**config.mk**
```make
export PLATFORM = sky130hd
export DESIGN_NAME = bwsram
export DESIGN_NICKNAME = d
export VERILOG_FILES = /design/src/rtl/bwsram_pkg.sv /design/src/rtl/bwsram_capture.sv /design/src/rtl/bwsram_wbuf.sv /design/src/rtl/bwsram_array.sv /design/src/rtl/bwsram_rdpipe.sv /design/src/rtl/bwsram.sv
export SDC_FILE = /design/constraint.sdc
export NUM_CORES = 1
export LEC_CHECK = 0
export CAP_MARGIN = 20
export CORE_UTILIZATION = 50
export DETAILED_ROUTE_END_ITERATION = 16
export GPL_ROUTABILITY_DRIVEN = 1
export PLACE_DENSITY = 0.67
export SYNTH_ARGS = -nofsm -noshare
export SYNTH_HDL_FRONTEND = slang
export SYNTH_SLANG_ARGS = --single-unit
export TNS_END_PERCENT = 30
```
**constraint.sdc**
```tcl
create_clock -name clk -period 3.8 [get_ports clk]
set_input_delay 0.38 -clock clk [delete_from_list [all_inputs] [get_ports clk]]
set_output_delay 0.38 -clock clk [all_outputs]
set_load 0.05 [all_outputs]
```
**src/rtl/bwsram_pkg.sv**
```systemverilog
package bwsram_pkg;
  // Bits per byte lane: eight data bits plus one parity bit on top.
  localparam int LANE_W = 9;
endpackage

```
**src/rtl/bwsram_capture.sv**
```systemverilog
module bwsram_capture #(
  parameter int LANES = 4,
  parameter int AW    = 4,
  localparam int W    = LANES * bwsram_pkg::LANE_W
) (
  input  logic             clk,
  input  logic             rst_n,
  input  logic             sel_n,
  input  logic [AW-1:0]    addr,
  input  logic             all_wr_n,
  input  logic             bytes_en_n,
  input  logic [LANES-1:0] lane_wr_n,
  input  logic [W-1:0]     dq_i,
  output logic [AW-1:0]    addr_q,
  output logic [W-1:0]     data_q,
  output logic [LANES-1:0] mask_q,
  output logic             is_wr,
  output logic             is_rd
);
  logic act_q;

  // Lane write mask: the global write wins, otherwise lanes need the master enable.
  function automatic logic [LANES-1:0] lane_mask(input logic g_n, input logic b_n,
                                                 input logic [LANES-1:0] l_n);
    if (!g_n)      return '1;
    else if (!b_n) return ~l_n;
    else           return '0;
  endfunction

  always_ff @(posedge clk or negedge rst_n) begin
    if (!rst_n) begin
      act_q  <= 1'b0;
      addr_q <= '0;
      data_q <= '0;
      mask_q <= '0;
    end else begin
      act_q  <= ~sel_n;
      addr_q <= addr;
      data_q <= dq_i;
      mask_q <= sel_n ? '0 : lane_mask(all_wr_n, bytes_en_n, lane_wr_n);
    end
  end

  assign is_wr = act_q & (|mask_q);
  assign is_rd = act_q & ~(|mask_q);

  assert_global_all_lanes_R3: assert property (@(posedge clk) disable iff (!rst_n)
    (!sel_n && !all_wr_n) |=> (is_wr && mask_q == '1));

  assert_lanes_need_master_R2: assert property (@(posedge clk) disable iff (!rst_n)
    (!sel_n && all_wr_n && bytes_en_n) |=> (is_rd && mask_q == '0));
endmodule

```
**src/rtl/bwsram_wbuf.sv**
```systemverilog
module bwsram_wbuf #(
  parameter int LANES = 4,
  parameter int AW    = 4,
  localparam int W    = LANES * bwsram_pkg::LANE_W
) (
  input  logic             clk,
  input  logic             rst_n,
  input  logic             is_wr,
  input  logic [AW-1:0]    addr_q,
  input  logic [W-1:0]     data_q,
  input  logic [LANES-1:0] mask_q,
  output logic             pend_valid,
  output logic [AW-1:0]    pend_addr,
  output logic [W-1:0]     pend_data,
  output logic [LANES-1:0] pend_lanes,
  output logic [W-1:0]     pend_bits
);
  // Expands one enable per lane into one enable per bit.
  function automatic logic [W-1:0] spread(input logic [LANES-1:0] m);
    logic [W-1:0] r;
    for (int k = 0; k < LANES; k++)
      r[k*bwsram_pkg::LANE_W +: bwsram_pkg::LANE_W] = {bwsram_pkg::LANE_W{m[k]}};
    return r;
  endfunction

  always_ff @(posedge clk or negedge rst_n) begin
    if (!rst_n) begin
      pend_valid <= 1'b0;
      pend_addr  <= '0;
      pend_data  <= '0;
      pend_lanes <= '0;
    end else begin
      pend_valid <= is_wr;
      if (is_wr) begin
        pend_addr  <= addr_q;
        pend_data  <= data_q;
        pend_lanes <= mask_q;
      end
    end
  end

  assign pend_bits = spread(pend_lanes);
endmodule

```
**src/rtl/bwsram_array.sv**
```systemverilog
module bwsram_array #(
  parameter int LANES = 4,
  parameter int DEPTH = 16,
  localparam int AW   = $clog2(DEPTH),
  localparam int W    = LANES * bwsram_pkg::LANE_W
) (
  input  logic             clk,
  input  logic             commit,
  input  logic [AW-1:0]    waddr,
  input  logic [W-1:0]     wdata,
  input  logic [LANES-1:0] wlanes,
  input  logic [AW-1:0]    raddr,
  output logic [W-1:0]     rdata
);
  localparam int LW = bwsram_pkg::LANE_W;

  // One storage column per lane, each with its own write enable.
  for (genvar g = 0; g < LANES; g++) begin : g_lane
    logic [LW-1:0] col [DEPTH];
    always_ff @(posedge clk) begin
      if (commit && wlanes[g]) col[waddr] <= wdata[g*LW +: LW];
    end
    assign rdata[g*LW +: LW] = col[raddr];
  end
endmodule

```
**src/rtl/bwsram_rdpipe.sv**
```systemverilog
module bwsram_rdpipe #(
  parameter int LANES = 4,
  parameter int AW    = 4,
  localparam int W    = LANES * bwsram_pkg::LANE_W
) (
  input  logic          clk,
  input  logic          rst_n,
  input  logic          is_rd,
  input  logic [AW-1:0] raddr,
  input  logic [W-1:0]  rdata,
  input  logic          pend_valid,
  input  logic [AW-1:0] pend_addr,
  input  logic [W-1:0]  pend_data,
  input  logic [W-1:0]  pend_bits,
  input  logic          oe_n,
  output logic [W-1:0]  dq_o,
  output logic          dq_drive
);
  logic         hit;
  logic [W-1:0] merged;
  logic         out_sel_q;

  // Written lanes come from the posted write, the rest from storage.
  function automatic logic [W-1:0] lane_merge(input logic [W-1:0] old_w,
                                              input logic [W-1:0] new_w,
                                              input logic [W-1:0] bits);
    return (old_w & ~bits) | (new_w & bits);
  endfunction

  assign hit    = pend_valid && (pend_addr == raddr);
  assign merged = hit ? lane_merge(rdata, pend_data, pend_bits) : rdata;

  always_ff @(posedge clk or negedge rst_n) begin
    if (!rst_n) begin
      out_sel_q <= 1'b0;
      dq_o      <= '0;
    end else begin
      out_sel_q <= is_rd;
      if (is_rd) dq_o <= merged;
    end
  end

  assign dq_drive = out_sel_q & ~oe_n;

  assert_bypass_fresh_R6: assert property (@(posedge clk) disable iff (!rst_n)
    (is_rd && hit) |=> ((dq_o & $past(pend_bits)) == ($past(pend_data) & $past(pend_bits))));
endmodule

```
**src/rtl/bwsram.sv**
```systemverilog
module bwsram #(
  parameter int LANES = 4,
  parameter int DEPTH = 16,
  localparam int AW   = $clog2(DEPTH),
  localparam int W    = LANES * bwsram_pkg::LANE_W
) (
  input  logic             clk,
  input  logic             rst_n,
  input  logic             sel_n,
  input  logic [AW-1:0]    addr,
  input  logic             all_wr_n,
  input  logic             bytes_en_n,
  input  logic [LANES-1:0] lane_wr_n,
  input  logic             oe_n,
  input  logic [W-1:0]     dq_i,
  output logic [W-1:0]     dq_o,
  output logic             dq_drive
);
  logic [AW-1:0]    addr_q, pend_addr;
  logic [W-1:0]     data_q, pend_data, pend_bits, rdata;
  logic [LANES-1:0] mask_q, pend_lanes;
  logic             is_wr, is_rd, pend_valid;

  bwsram_capture #(.LANES(LANES), .AW(AW)) u_capture (
    .clk(clk), .rst_n(rst_n), .sel_n(sel_n), .addr(addr), .all_wr_n(all_wr_n),
    .bytes_en_n(bytes_en_n), .lane_wr_n(lane_wr_n), .dq_i(dq_i),
    .addr_q(addr_q), .data_q(data_q), .mask_q(mask_q), .is_wr(is_wr), .is_rd(is_rd));

  bwsram_wbuf #(.LANES(LANES), .AW(AW)) u_wbuf (
    .clk(clk), .rst_n(rst_n), .is_wr(is_wr), .addr_q(addr_q), .data_q(data_q),
    .mask_q(mask_q), .pend_valid(pend_valid), .pend_addr(pend_addr),
    .pend_data(pend_data), .pend_lanes(pend_lanes), .pend_bits(pend_bits));

  bwsram_array #(.LANES(LANES), .DEPTH(DEPTH)) u_array (
    .clk(clk), .commit(pend_valid), .waddr(pend_addr), .wdata(pend_data),
    .wlanes(pend_lanes), .raddr(addr_q), .rdata(rdata));

  bwsram_rdpipe #(.LANES(LANES), .AW(AW)) u_rdpipe (
    .clk(clk), .rst_n(rst_n), .is_rd(is_rd), .raddr(addr_q), .rdata(rdata),
    .pend_valid(pend_valid), .pend_addr(pend_addr), .pend_data(pend_data),
    .pend_bits(pend_bits), .oe_n(oe_n), .dq_o(dq_o), .dq_drive(dq_drive));

  assert_read_no_commit_R2: assert property (@(posedge clk) disable iff (!rst_n)
    (!sel_n && all_wr_n && bytes_en_n) |=> ##1 !pend_valid);

  assert_deselect_dark_R8: assert property (@(posedge clk) disable iff (!rst_n)
    sel_n |=> ##1 (!dq_drive && !pend_valid));

  assert_write_slot_dark_R7: assert property (@(posedge clk) disable iff (!rst_n)
    (!sel_n && !all_wr_n) |=> ##1 !dq_drive);
endmodule

```
==> impl_results.md <==
- DRC: 0
- Arrival @ worst endpoint: 3.18 ns
- Worst r2r src: u_capture.addr_q[1]
- Worst Setup Start Kind: flop
- Critical Path RT: 4.24 ns
- Iteration-0 DRC Markers: 1485
- Max Fclk: 365 MHz
- Synth-to-Final Area Change: 15.5%
- Remaining antenna violation count: 0
- Area after DPL: 28300 um2
- Post-DP HPWL: 34200 um
- CTS clk-pin slew, worst paths: 0.06 ns
- Number of global-route vias before repair: 13.4k
- Final hold violation count: 0
- Root buffer cell: clkbuf_16
- Status: complete, no violations
- Placed cells: 2036
- # fillers: 3790
- Worst hold stages: 1
- Pwr Density: 576 nW/um2
- CTS Sinks: 703
- Final setup violation count: 0
- Clock tree buffer depth: 3
- Worst reg2reg setup slack: 1.06 ns
- Footprint of the multi-input gates: 5770 um2
- Avg WL per Cell: 26.4 um
- Row cnt: 84
- Die Ht: 233 um
- RSZ-0062 raised after global routing: no
- Port-buffer cells: 86
- Largest net degree at the start of global routing: 89
- Nets: 1483
- Max-slew violation count: 0
- Syn_area_per_cell: 20.3 um2
- First-pass GRT wire length: 86500 um
- Grt ovf: 0
- Core area: 52700 um2
- Worst R2R End: u_rdpipe.dq_o[11]
- Finished Cell Area: 30800 um2
- Die Width: 233 um
- Final wirelength: 57600 um
- Total track usage: 22.0%
- CTS H-tree depth: 3
- Endpoint class of the critical path: flop
- Highest net fanout along the worst path: 20
- Syn nets: 1363
- Routability cong.: 0.756
- Yosys reg bits: 703
- Slew headroom: 24.6%
- Min-Delay Path Class: primary input to flop
- Post-Syn Area: 26700 um2
- Maxcap violations: 0
- Fin Setup TNS: 0 ns
- WHS: 0.213 ns
- Cells after Synth: 1313
- Min Tclk post-route: 2.74 ns
- Worst-case reg-to-reg path depth: 5
- Initial Utilization: 50.6%
- Tcrit/Tclk final: 72.1%
- Antenna cells: 0
- # IOs: 87
- Distinct cell type count after synthesis: 29
- Layout cell share with drive strength beyond 1: 20.4%
- LEAKAGE: 10.3 nW
- Worst-Margin Slew: 1.13 ns
- Max IR drop VDD: 0.319 mV
- CTS buffer count: 72
- Crit Path Category: flop to flop
- Postcts setup bufs: 0
- Crit. Startpoint: u_capture.addr_q[1]
- Antenna violations before repair: 0
- Clock Skews: 0.0214 ns
- Synth Warn #: 0
- Via count: 13.1k
- DRT Pass-1 Iters: 5
- Post-synthesis sequential area ratio: 76.8%
- Register area: 20500 um2
- Crit path to: u_rdpipe.dq_o[11]
- CTS tree: done
- Die area: 54200 um2
- DR vias/cell: 5.99
- Clk_lat worst skew: 0.61 ns
- Post-Layout Cell Count: 2181
[metrics by stage]
stage	total power, mW	util [%]	setup slack (ns)
detailed placement	10.9	53.7	1.10
global placement	10.8	53.6	1.13
finish	17.7	58.5	1.06
CTS	17.9	58.3	1.08
floorplan	10.2	-	2.01
global route	18.3	58.5	0.958
[timing repair]
item,4_1_cts,5_1_grt
gates resized for setup,0,0
hold buffers,1,0
hold endpoints to repair,71,0
setup endpoints to repair,0,0
[final cells by class]
class	instances	share of cell area, %
sequential	703	66.5
multi-input combinational	526	18.7
tap	688	2.80
inverter	3	0.0366
clock inverter	18	0.626
clock buffer	116	7.10
timing repair buffer	127	4.19
[cell usage after synthesis]
master	count	share of area, %
clkbuf_1	31	0.44
o211ai_1	28	0.79
a31o_1	4	0.13
edfxtp_1	576	65
o21a_1	4	0.11
xor2_1	3	0.099
buf_1	12	0.17
and3_1	4	0.094
and2_4	1	0.033
nor4_2	1	0.047
mux4_2	144	12
inv_1	1	0.014
nor2b_1	7	0.16
buf_6	10	0.42
buf_2	18	0.34
dfrtp_1	127	12
mux2_1	40	1.7
o211ai_2	8	0.38
nand2b_1	1	0.023
inv_2	2	0.028
nand3_1	6	0.11
nand2_1	53	0.75
nor2_1	107	1.5
a22o_1	75	2.5
nand4_1	37	0.87
and2_1	1	0.023
buf_4	10	0.28
xnor2_1	1	0.033
nor3_2	1	0.038
[kinds of logic after synthesis]
family | after synthesis | share of synthesized area (%)
flip-flops | 703 | 76.8
AO/OA/AOI/OAI | 119 | 3.87
XOR/XNOR | 4 | 0.131
AND/OR/NAND/NOR | 219 | 3.66
multiplexers | 184 | 13.9
buffers and inverters | 84 | 1.69
[cells in the final DEF (no fill, tap or decap), types with 2 or more instances in the layout]
cell / synthesis / layout
edfxtp_1: 576 / 576
mux4_2: 144 / 144
dfrtp_1: 127 / 125
nor2_1: 107 / 106
clkdlybuf4s50_1: 0 / 85
clkbuf_16: 0 / 78
a22o_1: 75 / 75
nand2_1: 53 / 52
mux2_1: 40 / 40
nand4_1: 37 / 37
clkbuf_1: 31 / 29
o211ai_1: 28 / 28
buf_4: 10 / 22
buf_6: 10 / 12
clkbuf_8: 0 / 11
o211ai_2: 8 / 8
nand3_1: 6 / 6
clkinv_1: 0 / 6
nor2b_1: 7 / 5
clkinv_2: 0 / 5
buf_12: 0 / 5
o21a_1: 4 / 4
a31o_1: 4 / 4
and3_1: 4 / 4
bufinv_16: 0 / 4
xor2_1: 3 / 3
inv_2: 2 / 2
nor2b_4: 0 / 2
inv_6: 0 / 2
dfrtp_4: 0 / 2
[worst min-delay path by stage]
stage | endpoint | start
after floorplan | u_capture.act_q | rst_n
after global placement | u_wbuf.pend_data[2] | u_capture.data_q[2]
after detailed placement | u_wbuf.pend_data[9] | u_capture.data_q[9]
after CTS | u_capture.addr_q[3] | addr[3]
after global routing | u_capture.data_q[4] | dq_i[4]
final | u_capture.addr_q[3] | addr[3]
[state kept, by name (all words and copies together), names as in the netlist]
| name | flops |
|---|---|
| u_array.g_lane.col | 576 |
| u_capture.data_q | 36 |
| u_rdpipe.dq_o | 36 |
| u_wbuf.pend_data | 36 |
| u_capture.addr_q | 4 |
| u_capture.mask_q | 4 |
| u_wbuf.pend_addr | 4 |
| u_wbuf.pend_lanes | 4 |
| u_capture.act_q | 1 |
| u_rdpipe.out_sel_q | 1 |
| u_wbuf.pend_valid | 1 |
[layer usage]
metal	wire length [um]	GRT usage [%]	up-vias	part of all wire, %
li1	-	-	5577	-
met1	24400	31.0	6948	42
met2	28600	35.4	469	50
met3	3610	3.90	69	6.3
met4	1000	6.58	0	1.7
met5	0	0	-	0
[power by group]
group / internal (mW) / leakage (nW) / switching [mW] / total, mW
registers: 8.82 / 6.71 / 0.444 / 9.26
clock network: 4.21 / 1.15 / 2.81 / 7.02
logic: 0.552 / 2.39 / 0.890 / 1.44
total: 13.6 / 10.3 / 4.15 / 17.7
[worst max-delay path: stages, from the launching register on]
cell and delay [ns]:
dfrtp_4 0.61, xor2_1 0.23, nor3_4 0.47, buf_4 0.46, a31o_1 0.59, o211ai_1 0.20
Power figures use the tool's default switching activity.
